## config.mk

```make
export PLATFORM = sky130hd
export DESIGN_NAME = lock_guard
export DESIGN_NICKNAME = d
export VERILOG_FILES = /design/src/rtl/lock_guard_pkg.sv /design/src/rtl/lock_guard_decode.sv /design/src/rtl/lock_guard_dp.sv /design/src/rtl/lock_guard_ctrl.sv /design/src/rtl/lock_guard.sv
export SDC_FILE = /design/constraint.sdc
export NUM_CORES = 1
export LEC_CHECK = 0
export BUFFER_PORTS_ARGS = -buffer_cell sky130_fd_sc_hd__buf_2
export CORE_AREA = 3 3 40 42
export CTS_CLUSTER_DIAMETER = 40
export DETAILED_ROUTE_END_ITERATION = 12
export DIE_AREA = 0 0 43 45
export GPL_TIMING_DRIVEN = 0
export PLACE_DENSITY = 0.67
export SETUP_SLACK_MARGIN = 0.3
export SLEW_MARGIN = 20
export SYNTH_ARGS = -nofsm -noshare
export SYNTH_HDL_FRONTEND = slang
export SYNTH_HIERARCHICAL = 1
export SYNTH_SLANG_ARGS = --single-unit
```

## constraint.sdc

```tcl
create_clock -name clk -period 5 [get_ports clk]
set_clock_uncertainty 0.2 [all_clocks]
set_input_delay 0.25 -clock clk [delete_from_list [all_inputs] [get_ports clk]]
set_output_delay 0.25 -clock clk [all_outputs]
set_load 0.1 [all_outputs]
```

## src/rtl/lock_guard_pkg.sv

```systemverilog
package lock_guard_pkg;
  localparam int LOCK_W    = 8;
  localparam int LVL_LO    = 0;
  localparam int LVL_W     = 2;
  localparam int SEC_LO    = 2;
  localparam int SEC_W     = 4;
  localparam int USED_W    = LVL_W + SEC_W;
  localparam int SPARE_W   = LOCK_W - USED_W;
  localparam int MODE_CNT  = 2;

  typedef struct packed {
    logic eraseAll;
    logic applyWrite;
  } lockStrobe_t;

  typedef struct packed {
    logic flashWr;
    logic eepWr;
    logic readBack;
    logic fuseWr;
    logic bootLockWr;
  } permit_t;
endpackage

```

## src/rtl/lock_guard_decode.sv

```systemverilog
module lock_guard_decode
  import lock_guard_pkg::*;
(
  input  logic [LVL_W-1:0] level,
  input  logic             modeParallel,
  output permit_t          perms
);
  permit_t permByMode [MODE_CNT];

  // Both programming modes follow the same table; one entry per mode.
  for (genvar m = 0; m < MODE_CNT; m++) begin : g_mode
    always_comb begin
      permByMode[m] = '0;
      unique case (level)
        2'b11: permByMode[m] = '{flashWr: 1'b1, eepWr: 1'b1, readBack: 1'b1,
                                 fuseWr: 1'b1, bootLockWr: 1'b1};
        2'b10: permByMode[m] = '{flashWr: 1'b0, eepWr: 1'b0, readBack: 1'b1,
                                 fuseWr: 1'b0, bootLockWr: 1'b1};
        default: permByMode[m] = '0;  // 2'b00 and undefined 2'b01 fail safe
      endcase
    end
  end

  assign perms = permByMode[modeParallel];
endmodule

```

## src/rtl/lock_guard_dp.sv

```systemverilog
module lock_guard_dp
  import lock_guard_pkg::*;
(
  input  logic              clk,
  input  logic              rstN,
  input  lockStrobe_t       strobe,
  input  logic [LOCK_W-1:0] wrData,
  output logic [LOCK_W-1:0] lockByte,
  output logic              secClearTry
);
  logic [LOCK_W-1:0] mask;
  logic [LOCK_W-1:0] stored;

  assign mask = {{SPARE_W{1'b1}}, wrData[USED_W-1:0]};
  assign secClearTry = |(stored[SEC_LO +: SEC_W] & ~wrData[SEC_LO +: SEC_W]);

  always_ff @(posedge clk or negedge rstN) begin
    if (!rstN)                  stored <= '1;
    else if (strobe.eraseAll)   stored <= '1;
    else if (strobe.applyWrite) stored <= stored & mask;
  end

  assign lockByte = stored;
endmodule

```

## src/rtl/lock_guard_ctrl.sv

```systemverilog
module lock_guard_ctrl
  import lock_guard_pkg::*;
(
  input  logic        clk,
  input  logic        rstN,
  input  logic        lockWrReq,
  input  logic        eraseReq,
  input  logic        secClearTry,
  input  logic        flashWrReq,
  input  logic        eepWrReq,
  input  logic        readReq,
  input  logic        fuseWrReq,
  input  permit_t     perms,
  output lockStrobe_t strobe,
  output logic        denyPulse
);
  logic wrRefused;
  logic accRefused;
  logic denyNext;

  assign wrRefused  = lockWrReq && !eraseReq && !perms.bootLockWr && secClearTry;
  assign accRefused = (flashWrReq && !perms.flashWr) || (eepWrReq && !perms.eepWr) ||
                      (readReq && !perms.readBack)   || (fuseWrReq && !perms.fuseWr);
  assign denyNext   = wrRefused || accRefused;

  always_comb begin
    strobe.eraseAll   = eraseReq;
    strobe.applyWrite = lockWrReq && !eraseReq && !wrRefused;
  end

  always_ff @(posedge clk or negedge rstN) begin
    if (!rstN) denyPulse <= 1'b0;
    else       denyPulse <= denyNext;
  end
endmodule

```

## src/rtl/lock_guard.sv

```systemverilog
module lock_guard
  import lock_guard_pkg::*;
(
  input  logic              clk,
  input  logic              rstN,
  input  logic              modeParallel,
  input  logic              lockWrReq,
  input  logic [LOCK_W-1:0] lockWrData,
  input  logic              eraseReq,
  input  logic              flashWrReq,
  input  logic              eepWrReq,
  input  logic              readReq,
  input  logic              fuseWrReq,
  output logic [LOCK_W-1:0] lockByte,
  output logic              flashWrOk,
  output logic              eepWrOk,
  output logic              readOk,
  output logic              fuseWrOk,
  output logic              bootLockWrOk,
  output logic              denyPulse
);
  lockStrobe_t strobe;
  permit_t     perms;
  logic        secClearTry;

  lock_guard_dp u_dp (
    .clk(clk), .rstN(rstN), .strobe(strobe), .wrData(lockWrData),
    .lockByte(lockByte), .secClearTry(secClearTry)
  );

  lock_guard_decode u_dec (
    .level(lockByte[LVL_LO +: LVL_W]), .modeParallel(modeParallel), .perms(perms)
  );

  lock_guard_ctrl u_ctrl (
    .clk(clk), .rstN(rstN), .lockWrReq(lockWrReq), .eraseReq(eraseReq),
    .secClearTry(secClearTry), .flashWrReq(flashWrReq), .eepWrReq(eepWrReq),
    .readReq(readReq), .fuseWrReq(fuseWrReq), .perms(perms),
    .strobe(strobe), .denyPulse(denyPulse)
  );

  assign flashWrOk    = perms.flashWr;
  assign eepWrOk      = perms.eepWr;
  assign readOk       = perms.readBack;
  assign fuseWrOk     = perms.fuseWr;
  assign bootLockWrOk = perms.bootLockWr;
endmodule

```

Yosys cells after proc, flatten, opt, wreduce, memory -nomap -nowiden:

Cells that the tools add are included.

* div/mod/pow operators: 0
* mux-type cells: 5
* equality and inequality tests: 2
* bitwise logic cells: 4
* reductions and logical operators: 21
* shift operators: 0
* $lt $le $gt $ge: 1
* $mul: 0
* add/subtract/negate cells: 0

Operators with widths (count)
* $mux W8: 2
* $mux W5: 2
* $pmux W5 S2: 1
* $and A8 B8 Y8: 1
* $logic_and A1 B1 Y1: 8
* $logic_not A1 Y1: 7
* $and A4 B4 Y4: 1
* $eq A2 B2 Y1 const B: 2
* $logic_or A1 B1 Y1: 4
* $not A4 Y4: 1
* $reduce_or A4 Y1: 1
* $ge A2 B2 Y1 const B: 1
* $not A1 Y2: 1
* $reduce_bool A2 Y1: 1

* memories: 0
* memory bits (read-only): 0
* RAM bits: 0
* output and inout port bits: 14
* flip-flop bits (word level): 9
* bits in latches: 0

Logic depth before layout (Yosys ltp):

* word-level depth: 11
* mapped depth: 6
* depth with buffers taken out: 6

By module:

Netlist, hierarchy kept.

Modules (own cells, without submodules)
* lock_guard_dp: times used 1, seq. area each 183.9 um^2, cells an instance 26, area an instance 311.5 um^2
* lock_guard_ctrl: times used 1, seq. area each 25.0 um^2, cells an instance 12, area an instance 96.3 um^2
* lock_guard_decode: times used 1, seq. area each 0.0 um^2, cells an instance 5, area an instance 32.5 um^2

Worst setup path after synthesis:

OpenSTA, ideal clock, no wires.

* kind: register -> register
* start point: register u_dp.stored[1], in the netlist u_dp/lockByte[1]
* end point: register u_ctrl.denyPulse
* slack: 1932 ps
* period minus slack after synthesis: 3068 ps
* buffers on the path: 2
* setup time: 131 ps
* stages on the path, launching flop included: 5
* required time: 4669 ps
* arrival time: 2736 ps
* cells stage by stage: dfstp_2 -> clkbuf_1 -> buf_4 -> o22ai_1 -> or3_1

RTL lines
* from (decl): RTL line lock_guard_dp.sv:12 `logic [LOCK_W-1:0] stored;`
* from (signal assigned): RTL line lock_guard_dp.sv:20 `else if (strobe.applyWrite) stored <= stored & mask;`
* $eq A2 B2 Y1: RTL line lock_guard_decode.sv:14 `unique case (level)`
* $pmux W5 S2 (*): RTL line lock_guard_decode.sv:14
* $mux W5 (implied by the code) (*) (2 in a row): RTL line lock_guard_decode.sv:24 `assign perms = permByMode[modeParallel];`
* named net bootLockWrOk: RTL line lock_guard.sv:19 `output logic bootLockWrOk,`
* $logic_not A1 Y1 (*): RTL line lock_guard_ctrl.sv:21 `assign wrRefused = lockWrReq && !eraseReq && !perms.bootLockWr && secClearTry;`
* $logic_and A1 B1 Y1 (*) (2 in a row): RTL line lock_guard_ctrl.sv:21
* $logic_or A1 B1 Y1 (*): RTL line lock_guard_ctrl.sv:24 `assign denyNext = wrRefused || accRefused;`
* named net u_ctrl.denyNext: RTL line lock_guard_ctrl.sv:19 `logic denyNext;`
* to (signal assigned): RTL line lock_guard_ctrl.sv:33 `else denyPulse <= denyNext;`
* to (decl): RTL line lock_guard_ctrl.sv:15 `output logic denyPulse`

The timed path passes the listed nets; every way through them passes the cells marked *. The select of a mux whose other input is x is not followed.
A chain may end at the register's enable or synchronous reset.

Final worst setup path:

* start point: register u_dp.stored[1], in the netlist u_dp/lockByte[1]
* end point: output port readOk

* cells in the longest elaborated chain, start to end: 4

Ends and longest elaborated chain
* $eq A2 B2 Y1: RTL line lock_guard_decode.sv:14
* $pmux W5 S2 (*): RTL line lock_guard_decode.sv:14
* $mux W5 (implied by the code) (*) (2 in a row): RTL line lock_guard_decode.sv:24
* to (decl): RTL line lock_guard.sv:17 `output logic readOk,`

Every way passes the cells marked *; elsewhere a longest branch is shown, timed or not. The select of a mux whose other input is x is not followed.

==> results by stage <==
Logic synthesis:
- After synthesis, the share of flip-flops with an asynchronous set or reset is 100%.
- In this run, synthesis produced a sequential element count of 8.
- The synthesized-area fraction occupied by xor and xnor cells is 0%.
- By area, the combinational part of the netlist is dominated by simple AND/OR/NAND/NOR gates.
- The most common cell in the netlist is sky130_fd_sc_hd__nand2b_1.
- The distinct cell type count after synthesis is 15.
- The synthesized netlist devotes 15.1% of its cell area to compound gates.
- Synthesis produced a netlist with a net count of 60.
- After synthesis, the share of cell area in mux cells is 0%.
- The biggest area consumer among synthesized cells is sky130_fd_sc_hd__dfstp_2.
- The synthesized design devotes to its leading area cell type 41.8% of total area.
- After synthesis, the most frequently instantiated cells are 9 x sky130_fd_sc_hd__nand2b_1, 7 x sky130_fd_sc_hd__dfstp_2, 6 x sky130_fd_sc_hd__a21o_1.
- Ranked by total cell area, the synthesized netlist is headed by sky130_fd_sc_hd__dfstp_2 42%, sky130_fd_sc_hd__nand2b_1 13%, sky130_fd_sc_hd__a21o_1 10%.
- The synthesis warning total is 6.
- Summing the areas of all and, or, nand and nor instances in the mapped netlist gives 23.9% of the synthesized area.
- The proportion of synthesized chip area in sequential cells is 47.4%.
- For this run, the leading register cell type out of synthesis is sky130_fd_sc_hd__dfstp_2.
- The cell area that synthesis handed to floorplanning was 440 um^2.
- The adder-cell area share of the yosys netlist is 0%.
- The count of mapped cells out of synthesis is 43.
- Yosys mapped a number of flops with a built-in enable equal to 0.
- The average footprint of a synthesized cell is 10.2 um^2.

Routing:
- After detailed routing, the average wire length per cell comes to 10.9 um.
- In the routed design, unresolved DRC markers number 0.
- The first TritonRoute pass finished after 4 iterations.
- The iteration-0 DRC count of the detailed router is 4.
- The routed layout has 388 vias.
- The routed via count divided by cell count is 4.31.
- Summed over all layers, the routed wires come to 979 um.
- Once detail routing completed, the nets flagged for antenna violations numbered 0.

Clock network:
- The number of H-tree levels is 1.
- The total number of clock tree sinks is 8.
- The clock buffer count from CTS is 3.
- The cell at the root of the clock tree is sky130_fd_sc_hd__clkbuf_4.
- The clock-pin slew on the worst setup and hold paths is 0.06 ns.
- The maximum clock insertion buffer count is 2.
- The TritonCTS clock tree is yes.
- For the worst-skew pair, the clock arrives at the later sink with an insertion delay of 0.26 ns.

Run status:
- The run finished with clean final reports.

Layout:
- The sequential cells in the finished layout cover a total of 209 um^2.
- The count of inserted antenna diode cells is 0.
- Of the cells placed in the final design, the portion with a size suffix greater than 1 is 57.3%.
- The net count of the finished layout is 93.
- The number of cells in the finished layout apart from fillers is 90.
- After routing the design area is 631 um^2.
- The filler cells instantiated in the layout total 137.
- The area of the multi-input gates is 171 um^2.
- Compared with the post-synthesis result, the final layout area differs by 43.2%.

Setup path:
- STA classifies the critical path endpoint as an output port.
- For flop-to-flop paths, the worst setup slack is 3.03 ns.
- The startpoint class of the critical path is a register.
- The data arrival time of the critical path is 1.56 ns.
- The biggest fanout along the worst timing path is 4.
- The required time of the critical path is 4.55 ns.
- The critical path in this run is classified as register to output port.
- The number of cells on the worst reg-to-reg path is 5.

Timing:
- After routing, the total negative slack on setup checks comes to 0 ns.
- The count of final max-slew check failures came to 0.
- After layout, the worst setup slack is 2.99 ns.
- The number of hold violations in the final report was 0.
- Setup repair after global routing left no endpoint under its margin.
- The upper clock frequency limit is 0.497 GHz.
- The share of the clock period used by the worst path after layout is 40.3%.
- The remaining max-slew budget at the tightest pin is 52.2%.
- For the pin with the worst max-slew slack, the measured transition is 0.715 ns.
- Setup violations remaining at the end of the flow were counted as 0.
- The minimum clock period is 2.01 ns.

Pwr:
- The clock power share is 25.5%.
- Registers are responsible for 34.6% of the overall power.
- The switching power is 90.6 uW.
- The switching share of total power is 43.1%.
- Cell internal power was estimated by the tool at 120 uW.
- IR analysis of the VDD net gives a maximum drop of 0.140 mV.
- The power density over the cells is 334 nW/um^2.
- In this run the static leakage power is 0.316 nW.
- Combinational logic burns 39.8% of the power.

Floorplanning:
- The width of the die is 43 um.
- The effective utilization at floorplan is 34.3%.
- The site row count is 13.
- The die covers 1940 um^2.
- 31 I/O pins were placed.
- The floorplan step set the die height to 45 um.
- The core outline area is 1280 um^2.

Global route:
- The first-pass GRT wire length is 1560 um.
- The number of global-route vias before repair is 338.
- The overall fraction of global-route tracks in use is 11.6%.
- The total overflow reported by the global router is 0.
- The initial antenna violation count is 0.
- Entering global routing, the biggest net connects 9 pins.

Placed design:
- The count of placed standard cells including taps is 85.
- Summed over all nets, the half-perimeter wirelength after detailed placement is 780 um.
- The number of I/O port buffers is 27.
- The post-detailed-placement cell area is 594 um^2.
- The placement-stage worst setup slack is 3.02 ns.
- The congestion estimate from routability-driven global placement came to 0.672.

Min path:
- The cell depth of the worst hold path is 3.
- The class of the tightest hold or removal check is primary input to register.

Flow run:
- Max-cap violations in this run came to 0.
metal layers:
layer | up-vias | track usage (%) | share of wire [%] | wire length (um)
li1 | 198 | - | - | -
met1 | 169 | 13.0 | 43 | 425
met2 | 21 | 17.4 | 44 | 435
met3 | 0 | 7.57 | 12 | 119
met4 | 0 | 5.42 | 0 | 0
met5 | - | 0 | 0 | 0
cell type report:
cell class	count	area share (%)
timing repair buffer	28	23.0
tap	15	2.98
buffer	6	6.55
inverter	5	2.98
clock buffer	4	4.17
sequential	8	33.1
multi-input combinational	24	27.2
kinds of logic after synthesis:
group / after synthesis
flops: 8
buf+inv: 11
simple gates: 15
compound gates: 9
power groups by stage:
stage	combinational, mW	sequential [mW]	clock [mW]
2_1_floorplan	0.0391	0.103	0
3_3_place_gp	0.0833	0.0737	0
3_5_place_dp	0.0837	0.0739	0
4_1_cts	0.0844	0.0730	0.0556
5_1_grt	0.0872	0.0737	0.0597
6_report	0.0838	0.0729	0.0537
what timing repair did:
| action | CTS | global route |
|---|---|---|
| endpoints found under the setup margin | 0 | 0 |
| resized for setup | 0 | 0 |
| hold buffers | 1 | 0 |
| buffers inserted | 0 | 0 |
| endpoints found under the hold margin | 8 | 0 |
flip-flops by register name (all words and copies together) (netlist names):
| register | flops |
|---|---|
| u_dp/lockByte | 7 |
| u_ctrl/denyPulse | 1 |
layout by cell type, fill, tap and decap left out:
cell type and n:
sky130_fd_sc_hd__clkbuf_4 3, sky130_fd_sc_hd__buf_2 27, sky130_fd_sc_hd__o2111ai_1 1, sky130_fd_sc_hd__nor2b_4 1, sky130_fd_sc_hd__and3b_1 1, sky130_fd_sc_hd__clkbuf_1 2
sky130_fd_sc_hd__nand2b_1 9, sky130_fd_sc_hd__or3_1 1, sky130_fd_sc_hd__o22ai_1 2, sky130_fd_sc_hd__inv_1 5, sky130_fd_sc_hd__nor3b_1 1, sky130_fd_sc_hd__or2_1 1
sky130_fd_sc_hd__dfstp_2 7, sky130_fd_sc_hd__and2_1 1, sky130_fd_sc_hd__a21o_1 6, sky130_fd_sc_hd__dlygate4sd3_1 1, sky130_fd_sc_hd__buf_4 5, sky130_fd_sc_hd__dfrtp_1 1
path summary, 6_finish.rpt:
check / from / to
min in group asynchronous: rstN / u_ctrl/denyPulse$_DFF_PN0_
min: lockWrData[0] / u_dp/lockByte[0]$_DFFE_PN1P_
min reg2reg: u_dp/lockByte[0]$_DFFE_PN1P_ / u_dp/lockByte[0]$_DFFE_PN1P_
max in group asynchronous: rstN / u_dp/lockByte[0]$_DFFE_PN1P_
max reg2reg: u_dp/lockByte[1]$_DFFE_PN1P_ / u_dp/lockByte[4]$_DFFE_PN1P_
max: u_dp/lockByte[1]$_DFFE_PN1P_ / readOk
worst max-delay path, stage by stage (launching register included):
cell	delay [ns]
sky130_fd_sc_hd__dfstp_2	0.54
sky130_fd_sc_hd__clkbuf_1	0.20
sky130_fd_sc_hd__buf_4	0.15
sky130_fd_sc_hd__buf_2	0.41
through the flow:
stage	hold WS [ns]	utilization, %	total power, mW
global route	0.0969	49.1	0.221
CTS	0.0781	49.1	0.213
global placement	-0.0989	46.3	0.157
detailed placement	-0.0946	46.3	0.158
floorplan	-0.246	-	0.143
finish	0.0848	49.1	0.210
(Power assumes the default switching activity.)
